<file path="src/rtl/ttw_pkg.sv">
// Shared types for the translation table walker.
package ttw_pkg;

    // Fault codes reported with a finished walk.
    typedef enum logic [1:0] {
        FLT_NONE        = 2'd0,
        FLT_L1_UNMAPPED = 2'd1,
        FLT_L1_RESERVED = 2'd2,
        FLT_L2_UNMAPPED = 2'd3
    } fault_e;

    // Result of one decode step.
    typedef struct packed {
        logic [31:0] pa;
        logic        xn;
        fault_e      fault;
    } walk_res_t;

    // Walk sequencer states.
    typedef enum logic [1:0] {
        ST_IDLE = 2'd0,
        ST_L1   = 2'd1,
        ST_L2   = 2'd2
    } state_e;

endpackage

</file>
<file path="src/rtl/ttw_base_sel.sv">
// Picks the table base from the top split_n address bits and forms the
// first-level descriptor address.
// Assumes split_n is at most 12.
module ttw_base_sel #(
    parameter int N_W = 3
) (
    input  logic [31:0]    va,
    input  logic [31:0]    base0,
    input  logic [31:0]    base1,
    input  logic [N_W-1:0] split_n,
    output logic [31:0]    l1_addr
);
    logic [31:0] top_mask;
    logic [31:0] low_mask;
    logic [11:0] idx;
    logic        use_hi;
    logic        unused_b1;

    assign unused_b1 = ^base1[13:0];

    // Find the table base and shrink the index for table 0.
    always_comb begin
        top_mask = ~(32'hFFFF_FFFF >> split_n);
        use_hi   = |(va & top_mask);
        low_mask = 32'h0000_3FFF >> split_n;
        idx      = va[31:20] & (12'hFFF >> split_n);
        if (use_hi) begin
            l1_addr = {base1[31:14], va[31:20], 2'b00};
        end else begin
            l1_addr = (base0 & ~low_mask) | {18'd0, idx, 2'b00};
        end
    end
endmodule

</file>
<file path="src/rtl/ttw_l1_decode.sv">
// Decodes a first-level descriptor into a final result (fault, section or
// supersection) or into the address of a second-level descriptor.
// Purely combinational.
module ttw_l1_decode
    import ttw_pkg::*;
(
    input  logic [31:0] desc,
    input  logic [31:0] va,
    output logic        is_ptr,
    output logic [31:0] l2_addr,
    output walk_res_t   res
);
    logic unused_bits;

    assign unused_bits = ^{desc[17:11], desc[3:2], va[31:24], va[11:0]};

    // Classify the descriptor by its type bits.
    always_comb begin
        is_ptr  = 1'b0;
        l2_addr = {desc[31:10], va[19:12], 2'b00};
        res     = '0;
        unique case (desc[1:0])
            2'b00: res.fault = FLT_L1_UNMAPPED;
            2'b01: is_ptr = 1'b1;
            2'b10: begin
                res.xn = desc[4];
                if (desc[18]) res.pa = {desc[31:24], va[23:0]};
                else          res.pa = {desc[31:20], va[19:0]};
            end
            default: res.fault = FLT_L1_RESERVED;
        endcase
    end
endmodule

</file>
<file path="src/rtl/ttw_l2_decode.sv">
// Decodes a second-level descriptor into a fault, a large page or a small page.
// Purely combinational.
module ttw_l2_decode
    import ttw_pkg::*;
(
    input  logic [31:0] desc,
    input  logic [31:0] va,
    output walk_res_t   res
);
    logic unused_bits;

    assign unused_bits = ^{desc[14:2], va[31:16]};

    // Build the page result from the descriptor type.
    always_comb begin
        res = '0;
        unique case (desc[1:0])
            2'b00: res.fault = FLT_L2_UNMAPPED;
            2'b01: begin
                res.pa = {desc[31:16], va[15:0]};
                res.xn = desc[15];
            end
            default: begin
                res.pa = {desc[31:12], va[11:0]};
                res.xn = desc[0];
            end
        endcase
    end
endmodule

</file>
<file path="src/rtl/ttw_walker.sv">
// Two-level translation table walker.
// It samples the request on start, fetches the first-level descriptor and,
// for a table pointer, the second-level descriptor. It then presents the
// result with a one-cycle done pulse.
// Assumes memory keeps mem_rdata valid in the cycle mem_valid is high.
module ttw_walker
    import ttw_pkg::*;
#(
    parameter int N_W = 3
) (
    input  logic           clk,
    input  logic           rst_n,
    input  logic           start,
    input  logic [31:0]    start_va,
    input  logic [31:0]    base0,
    input  logic [31:0]    base1,
    input  logic [N_W-1:0] split_n,
    output logic           busy,
    output logic           mem_req,
    output logic [31:0]    mem_addr,
    input  logic           mem_valid,
    input  logic [31:0]    mem_rdata,
    output logic           done,
    output logic [31:0]    pa,
    output logic           xn,
    output logic [1:0]     fault
);
    state_e      state;
    logic [31:0] va_q;
    logic [31:0] l1_addr_q;
    logic [31:0] l2_addr_q;
    walk_res_t   res_q;
    logic [31:0] sel_addr;
    logic        l1_is_ptr;
    logic [31:0] l1_next;
    walk_res_t   l1_res;
    walk_res_t   l2_res;

    ttw_base_sel #(.N_W(N_W)) i_base_sel (
        .va(start_va), .base0(base0), .base1(base1),
        .split_n(split_n), .l1_addr(sel_addr)
    );

    ttw_l1_decode i_l1_decode (
        .desc(mem_rdata), .va(va_q), .is_ptr(l1_is_ptr),
        .l2_addr(l1_next), .res(l1_res)
    );

    ttw_l2_decode i_l2_decode (
        .desc(mem_rdata), .va(va_q), .res(l2_res)
    );

    assign busy     = (state != ST_IDLE);
    assign mem_req  = busy;
    assign mem_addr = (state == ST_L2) ? l2_addr_q : l1_addr_q;
    assign pa       = res_q.pa;
    assign xn       = res_q.xn;
    assign fault    = res_q.fault;

    // Sequence the walk and capture the results.
    always_ff @(posedge clk) begin
        if (!rst_n) begin
            state     <= ST_IDLE;
            va_q      <= '0;
            l1_addr_q <= '0;
            l2_addr_q <= '0;
            res_q     <= '0;
            done      <= 1'b0;
        end else begin
            done <= 1'b0;
            unique case (state)
                ST_IDLE: if (start) begin
                    va_q      <= start_va;
                    l1_addr_q <= sel_addr;
                    state     <= ST_L1;
                end
                ST_L1: if (mem_valid) begin
                    if (l1_is_ptr) begin
                        l2_addr_q <= l1_next;
                        state     <= ST_L2;
                    end else begin
                        res_q <= l1_res;
                        done  <= 1'b1;
                        state <= ST_IDLE;
                    end
                end
                ST_L2: if (mem_valid) begin
                    res_q <= l2_res;
                    done  <= 1'b1;
                    state <= ST_IDLE;
                end
                default: state <= ST_IDLE;
            endcase
        end
    end
endmodule

</file>
<file path="config.mk">
export PLATFORM = sky130hd
export DESIGN_NAME = ttw_walker
export DESIGN_NICKNAME = d
export VERILOG_FILES = /design/src/rtl/ttw_pkg.sv /design/src/rtl/ttw_base_sel.sv /design/src/rtl/ttw_l1_decode.sv /design/src/rtl/ttw_l2_decode.sv /design/src/rtl/ttw_walker.sv
export SDC_FILE = /design/constraint.sdc
export NUM_CORES = 1
export LEC_CHECK = 0
export BUFFER_PORTS_ARGS = -buffer_cell sky130_fd_sc_hd__buf_2
export CAP_MARGIN = 20
export CORE_MARGIN = 2
export CORE_UTILIZATION = 45
export DETAILED_ROUTE_END_ITERATION = 8
export PLACE_DENSITY = 0.75
export SYNTH_ARGS = -nofsm -noshare
export SYNTH_HDL_FRONTEND = slang
export SYNTH_SLANG_ARGS = --single-unit
</file>
<file path="constraint.sdc">
create_clock -name clk -period 6.9 [get_ports clk]
set_clock_uncertainty 0.15 [all_clocks]
set_input_delay 1.38 -clock clk [delete_from_list [all_inputs] [get_ports clk]]
set_output_delay 1.38 -clock clk [all_outputs]
set_load 0.01 [all_outputs]
</file>
==> summary.md, run 1 <==
| Metric | Value |
|---|---|
| Outcome | `completed` |
| Flops & latches, synth | `118` |
| Io pins | `205` |
| Hold WS | `0.300 ns` |
| Gate power share | `17.9%` |
| Top achievable clock speed | `262 MHz` |
| Tcrit/Tclk final | `55.3%` |
| Core footprint | `11,400 µm²` |
| CTS H-Tree Depth | `4` |
| PD cells | `288 nW/µm²` |
| Filler instances | `1,048` |
| CP max stage delay | `0.83 ns` |
| Multi-input gate area | `2570 µm²` |
| Crit path max-delay cell type | `ha_2` |
| Crit path max fanout | `43` |
| Post-synthesis sequential area ratio | `45.3%` |
| Net Sw Power | `0.519 mW` |
| Startpoint types | `register` |
| Initial antenna violation count | `0` |
| Power share of the clock group | `41.7%` |
| CTS tree | `built` |
| Internal power | `1.38 mW` |
| DRT Pass-1 Iters | `5` |
| Sequential share of power | `40.3%` |
| Worst endpoint required time | `5.37 ns` |
| First-pass GRT wire length | `23.8 mm` |
| Setup Buffers After CTS | `0` |
| FF-to-FF Start | `state[0]` |
| Max-capacitance violation count | `0` |
| Crit. End Element | `primary output` |
| # diodes | `0` |
| Hold buffers post-CTS | `0` |
| Max Transition Viols Final | `0` |
| Ys flop type | `dfxtp_1` |
| Input/output buffers | `174` |
| Largest family of logic cells by synthesized area | `compound AO/OA/AOI/OAI gates` |
| Row count | `39` |
| Synth Instances | `638` |
| Wire length per cell | `16.4 µm` |
| Post-synthesis adder-cell area fraction | `0.960%` |
| Area grow syn2layout | `26.9%` |
| Worst-Margin Slew | `0.953 ns` |
| Post-Synthesis Cell Area | `5210 µm²` |
| # nets final | `917` |
| Critical path type | `register to primary output` |
| CTS sink cnt | `118` |
| Leakage | `2.77 nW` |
| Worst vdd ir | `0.000155 V` |
| Top post-synthesis cells by area | `dfxtp_1 (45%), a21oi_1 (9.8%), nand2_1 (9.7%)` |
| Most common cell in the netlist | `nand2_1` |
| Post-synthesis simple-gate area fraction | `17.4%` |
| Worst hold start | `l2_addr_q[31]` |
| Final Hold Vio Count | `0` |
| FF/Latch Area | `2360 µm²` |
| CP arrival | `2.28 ns` |
| Synth area leader | `dfxtp_1` |
| Layout Cells excl Fill | `931` |
| Area post-placement | `6040 µm²` |
| GP Congestion | `0.887` |
| Grt ovf | `0` |
| Number of DRC markers in iteration 0 | `599` |
| Worst r2r dst | `pa[21]` |
| Slew headroom | `36.5%` |
| Min Clock Period, post-route | `3.81 ns` |
| Ys Warns | `0` |
| Reg2Reg Depth | `7` |
| Cell breakdown of the critical path | `inv_1 > ha_2 > mux2_2 > buf_2` |
| Maximum clock path buffer count | `2` |
| Clk root buf | `clkbuf_16` |
| Post-DRT Antenna Nets | `0` |
| Post-DP HPWL | `10.7 mm` |
| CTS clk-pin slew, worst paths | `0.05 ns` |
| Syn_area_per_cell | `8.17 µm²` |
| Final wirelength | `15.2 mm` |
| Async SR Flop Fraction | `0%` |
| RSZ-0062 raised after global routing | `no` |
| HP Class | `register to register` |
| PostCTS Resize Cnt | `0` |
| Number of global-route vias before repair | `4,991` |
| Skew-Pair Late Insertion Delay | `0.41 ns` |
| Hold EP | `l2_addr_q[31]` |
| Hold depth | `2` |
| FF-to-FF setup slack | `3.99 ns` |
| Final setup vio count | `0` |
| Number of remaining DRC errors | `0` |
| Initial Util | `45.9%` |
| Via count | `5,274` |
| Sw Ratio | `27.3%` |
| Vias/cell | `5.66` |
| Total negative slack | `0 ns` |
| Final Cell Area | `6610 µm²` |
| Die area | `12,500 µm²` |
| Post-synth EDFFs | `0` |
| Die Y-Extent | `112 µm` |
| Area fraction in compound gates after synthesis | `23.8%` |
| Synth cell types | `44` |
| Mux contribution to synthesized area | `6.86%` |
| Width of the die | `112 µm` |
| Layout cells sized above 1 | `30.7%` |
| CTS Buf Count | `17` |
| Largest net degree at the start of global routing | `66` |
| All-Layer GR Usage | `23.9%` |
| Post-placement cell count | `899` |
| Proportion of netlist area held by the largest area contributor | `45.3%` |
| XOR/XNOR Fraction of Synth Area | `0%` |
| Synth cell count leaders | `nand2_1 (135), dfxtp_1 (118), a21oi_1 (102), clkbuf_1 (43), o21ai_0 (32)` |
critical path: cells and delay by family, from the launching register on:
kind	cells	cell delay [ns]
fa+ha+maj	1	0.83
buf+inv	2	0.27
flops	1	0.33
mux	1	0.45
layer usage:
metal,vias up,track usage [%],wire (µm)
met5,-,0,0
met4,0,10.1,417
met1,2472,30.2,6530
met2,232,38.6,7280
met3,36,6.31,1010
li1,2534,-,-
logic make-up (layout without fill, tap and decap cells):
group / Yosys count / in the layout
and+or+nand+nor: 212 / 212
AOI/OAI and AO/OA: 204 / 204
DFF: 118 / 118
buffers and inverters: 67 / 216
muxes: 32 / 32
adders and majority gates: 4 / 4
other: 1 / 2
worst max path at each step:
stage / cells past startpoint / start / end
global route: 4 / state[0] / mem_addr[31]
global placement: 5 / mem_rdata[1] / pa[17]
detailed placement: 5 / mem_rdata[1] / pa[21]
finish: 4 / state[0] / mem_addr[31]
CTS: 4 / state[0] / mem_addr[31]
floorplan: 5 / state[0] / mem_addr[10]
power groups by stage:
stage,combinational (mW),clock [mW],sequential [mW]
floorplan,0.212,0,0.779
global placement,0.326,0,0.777
detailed placement,0.333,0,0.780
CTS,0.335,0.804,0.766
global route,0.376,0.841,0.772
finish,0.341,0.794,0.767
layout by cell type (no fill, tap or decap), types with 8 or more instances in the layout:
cell type / count
mux2_2: 30
nor3_1: 11
a41oi_1: 20
nor2_1: 24
nand3_1: 21
dfxtp_1: 118
a221oi_1: 8
a21oi_1: 102
nand2_1: 134
buf_2: 174
o21ai_0: 30
clkbuf_16: 17
o31ai_1: 18
flip-flops by register name, indices dropped and copies added, names as in the netlist:
register / count
l1_addr_q: 27
fault: 2
pa: 32
state: 2
done: 1
l2_addr_q: 30
va_q: 23
xn: 1
stage by stage:
stage	util, %	power, mW	setup WS, ns
after floorplan	-	0.991	3.70
after global placement	53.1	1.10	3.28
after detailed placement	53.1	1.11	3.17
after CTS	57.8	1.90	3.06
after global routing	58.2	1.99	2.96
final	58.2	1.90	3.09
area by class of cell:
class / count / share of cell area [%]
clock buffer: 24 / 7.28
clock inverter: 5 / 0.757
timing repair buffer: 182 / 14.4
inverter: 5 / 0.284
sequential: 118 / 35.7
tap: 143 / 2.71
multi-input combinational: 454 / 38.8
No activity file was read; power rests on OpenSTA's default activity.
==> run 2, diff against run 1 <==
--- a/config.mk
+++ b/config.mk
@@ -5,12 +5,13 @@
 export SDC_FILE = /design/constraint.sdc
 export NUM_CORES = 1
 export LEC_CHECK = 0
+export ABC_AREA = 1
 export BUFFER_PORTS_ARGS = -buffer_cell sky130_fd_sc_hd__buf_2
 export CAP_MARGIN = 20
 export CORE_MARGIN = 2
-export CORE_UTILIZATION = 45
+export CORE_UTILIZATION = 44
 export DETAILED_ROUTE_END_ITERATION = 8
-export PLACE_DENSITY = 0.75
+export PLACE_DENSITY = 0.76
 export SYNTH_ARGS = -nofsm -noshare
 export SYNTH_HDL_FRONTEND = slang
 export SYNTH_SLANG_ARGS = --single-unit
==> constraint.sdc (replaced) <==
create_clock -name clk -period 3.5 [get_ports clk]
set_clock_uncertainty 0.15 [all_clocks]
set_input_delay 0.7 -clock clk [delete_from_list [all_inputs] [get_ports clk]]
set_output_delay 0.7 -clock clk [all_outputs]
set_load 0.01 [all_outputs]
==> run 2 against run 1 <==
  * Die area is 4.4% higher
  * Clock-buffer cell count is 7 lower
  * Synthesized area is 2.2% higher
  * Clock power is 140% higher
  * Critical endpoint is now mem_addr[30]
  * Highest routed layer is now met5
==> summary.md, run 2 <==
| Metric | Value |
|---|---|
| Top post-synthesis cells by area | `dfxtp_1 (44%), o21ai_0 (9.0%), nand2_1 (8.2%)` |
| Largest register FFs | `32 (unchanged)` |
| CTS Buf Count | `17 (unchanged)` |
| GP Congestion | `0.814 (-8.3%)` |
| Largest net degree at the start of global routing | `80 (+21%)` |
| HP Class | `register to register` |
| FF-to-FF setup slack | `1.12 ns (-2.87 ns)` |
| First-pass GRT wire length | `24.4 mm (+2.5%)` |
| Skew-Pair Late Insertion Delay | `0.41 ns (about the same)` |
| Post-DRT Antenna Nets | `0 (unchanged)` |
| FF/Latch Area | `2360 µm² (unchanged)` |
| Outcome | `completed` |
| Area post-placement | `6190 µm² (+2.5%)` |
| CTS sink cnt | `118 (unchanged)` |
| Width of the die | `114 µm (+2.2%)` |
| Crit path setup slack, layout | `0.661 ns (-2.42 ns)` |
| Synth cell count leaders | `dfxtp_1 (118), nand2_1 (116), nor2_1 (109), o21ai_0 (96), a21oi_1 (79)` |
| Slew headroom | `35.2% (-1.3 points)` |
| Vias/cell | `5.16 (-9.0%)` |
| Crit. End Element | `primary output` |
| Row count | `40 (+2.6%)` |
| Max Transition Viols Final | `0 (unchanged)` |
| Synth Instances | `752 (+18%)` |
| Async SR Flop Fraction | `0% (unchanged)` |
| Critical path type | `register to primary output` |
| Post-Synthesis Cell Area | `5330 µm² (+2.2%)` |
| Post-synth EDFFs | `0 (unchanged)` |
| Io pins | `205 (unchanged)` |
| Input/output buffers | `174 (unchanged)` |
| Leakage | `3.20 nW (+16%)` |
| # nets final | `1,040 (+13%)` |
| Commonest non-fill, non-tap cell in the layout | `buf_2` |
| All-Layer GR Usage | `23.8% (-0.074 points)` |
| Number of remaining DRC errors | `0 (unchanged)` |
| Hold buffers post-CTS | `0 (unchanged)` |
| Ys Warns | `0 (unchanged)` |
| Clk root buf | `clkbuf_16` |
| Multi-input gate area | `2480 µm² (-3.4%)` |
| Via count | `5,485 (+4.0%)` |
| Reg2Reg Depth | `8 (+1)` |
| Core footprint | `11,900 µm² (+4.8%)` |
| Crit path max fanout | `58 (+35%)` |
| Layout cells sized above 1 | `27.1% (-3.6 points)` |
| Final wirelength | `15.4 mm (+1.3%)` |
| Synth area leader | `dfxtp_1` |
| CP arrival | `1.99 ns (-0.29 ns)` |
| Post-Place Worst Slack | `0.722 ns (-2.45 ns)` |
| CTS clk-pin slew, worst paths | `0.06 ns (about the same)` |
| Wire length per cell | `14.5 µm (-11%)` |
| Final setup vio count | `0 (unchanged)` |
| Synth cell types | `30 (-32%)` |
| Worst-Margin Slew | `0.972 ns (+0.0196 ns)` |
| Maximum clock path buffer count | `2 (unchanged)` |
| Startpoint types | `register` |
| Worst endpoint required time | `2.65 ns (-2.72 ns)` |
| Most common cell in the netlist | `dfxtp_1` |
| Worst vdd ir | `0.000361 V (+130%)` |
| RSZ-0062 raised after global routing | `no` |
| Filler instances | `1,172 (+12%)` |
| Die Y-Extent | `114 µm (+2.2%)` |
| Proportion of netlist area held by the largest area contributor | `44.3% (-0.98 points)` |
| Final Cell Area | `6850 µm² (+3.6%)` |
| Total negative slack | `0 ns (unchanged)` |
| Initial antenna violation count | `3 (+3)` |
| Area grow syn2layout | `28.6%` |
| Syn_area_per_cell | `7.09 µm² (-13%)` |
| Tcrit/Tclk final | `81.1%` |
| Number of DRC markers in iteration 0 | `388 (-35%)` |
| PD cells | `760 nW/µm² (+160%)` |
| Initial Util | `44.7% (-1.1 points)` |
| Flops & latches, synth | `118 (unchanged)` |
| Max-capacitance violation count | `0 (unchanged)` |
| CTS H-Tree Depth | `4 (unchanged)` |
| Final Util | `57.5% (-0.63 points)` |
| Grt ovf | `0 (unchanged)` |
| Final Hold Vio Count | `0 (unchanged)` |
| Top achievable clock speed | `352 MHz` |
| Post-synthesis sequential area ratio | `44.3% (-0.98 points)` |
| PostCTS Resize Cnt | `0 (unchanged)` |
| Setup Buffers After CTS | `0 (unchanged)` |
| Number of global-route vias before repair | `5,119 (+2.6%)` |
| Hold depth | `2 (unchanged)` |
| Die area | `13,000 µm² (+4.4%)` |
| Ys flop type | `dfxtp_1` |
| DRT Pass-1 Iters | `5 (unchanged)` |
| Post-DP HPWL | `10.6 mm (-1.1%)` |
| Most frequent cells in the layout | `buf_2 (174), dfxtp_1 (118), nand2_1 (115)` |
| CTS tree | `built` |
| Min Clock Period, post-route | `2.84 ns` |
| Total Power | `5.21 mW (+170%)` |
[run 2: cell types whose count changed in the layout (fill, tap and decap cells not counted), moves of 6 or more]
cell      delta
mux2_2      -30
a21oi_1     -24
nand3_1     +36
nand2_2     +16
o31ai_1     -18
nor2_1      +85
inv_1       +54
nor3_1      -11
o21ai_0     +66
a41oi_1     -20
a221oi_1     -8
nand4_1     +10
clkinv_4     +6
nand2_1     -19
[run 2: final timing paths]
kind	startpoint	end
max	state[0]	mem_addr[30]
min	pa[2]	pa[2]
max reg2reg	state[1]	fault[1]
min reg2reg	pa[2]	pa[2]
[run 2: where the power goes]
| part | switching [mW] | internal, mW | leakage [nW] | total (mW) |
|---|---|---|---|---|
| Sequential | 0.132 | 1.63 | 0.966 | 1.76 |
| Combinational | 1.02 | 0.515 | 1.93 | 1.54 |
| Clock | 0.645 | 1.27 | 0.309 | 1.91 |
[run 2: cell type report]
class	instances	area share, %
timing repair buffer	182	13.6
tap	147	2.68
sequential	118	34.5
antenna	3	0.110
multi-input combinational	520	36.2
clock inverter	15	3.36
inverter	62	3.40
clock buffer	17	6.21
[run 2: layer usage]
metal / global-route usage [%] / wire length, µm
met5: 0 / 12
met4: 7.48 / 284
met1: 29.3 / 6720
met3: 7.83 / 1050
met2: 39.6 / 7370
[run 2: logic make-up (layout without fill, tap and decap cells)]
group / Yosys count / count (layout) / synth area share (%)
adder cells (fa/ha/maj): 4 / 4 / 0.939
buffers and inverters: 115 / 276 / 9.34
AND/OR/NAND/NOR: 322 / 322 / 27.0
other: 1 / 5 / 0.0704
AO/OA/AOI/OAI: 192 / 192 / 18.3
flip-flops: 118 / 118 / 44.3
[run 2: critical path: stages (launching register included)]
cell,delay [ns]
dfxtp_1,0.31
inv_1,0.12
ha_2,0.22
buf_4,0.47
nand2_1,0.11
o21ai_0,0.12
buf_2,0.18
[run 2: metrics by stage]
step,hold slack (ns),instances
after floorplan,0.300,753
after global placement,0.299,1029
after detailed placement,0.304,1029
after CTS,0.313,1061
after global routing,0.337,1061
final,0.313,1064
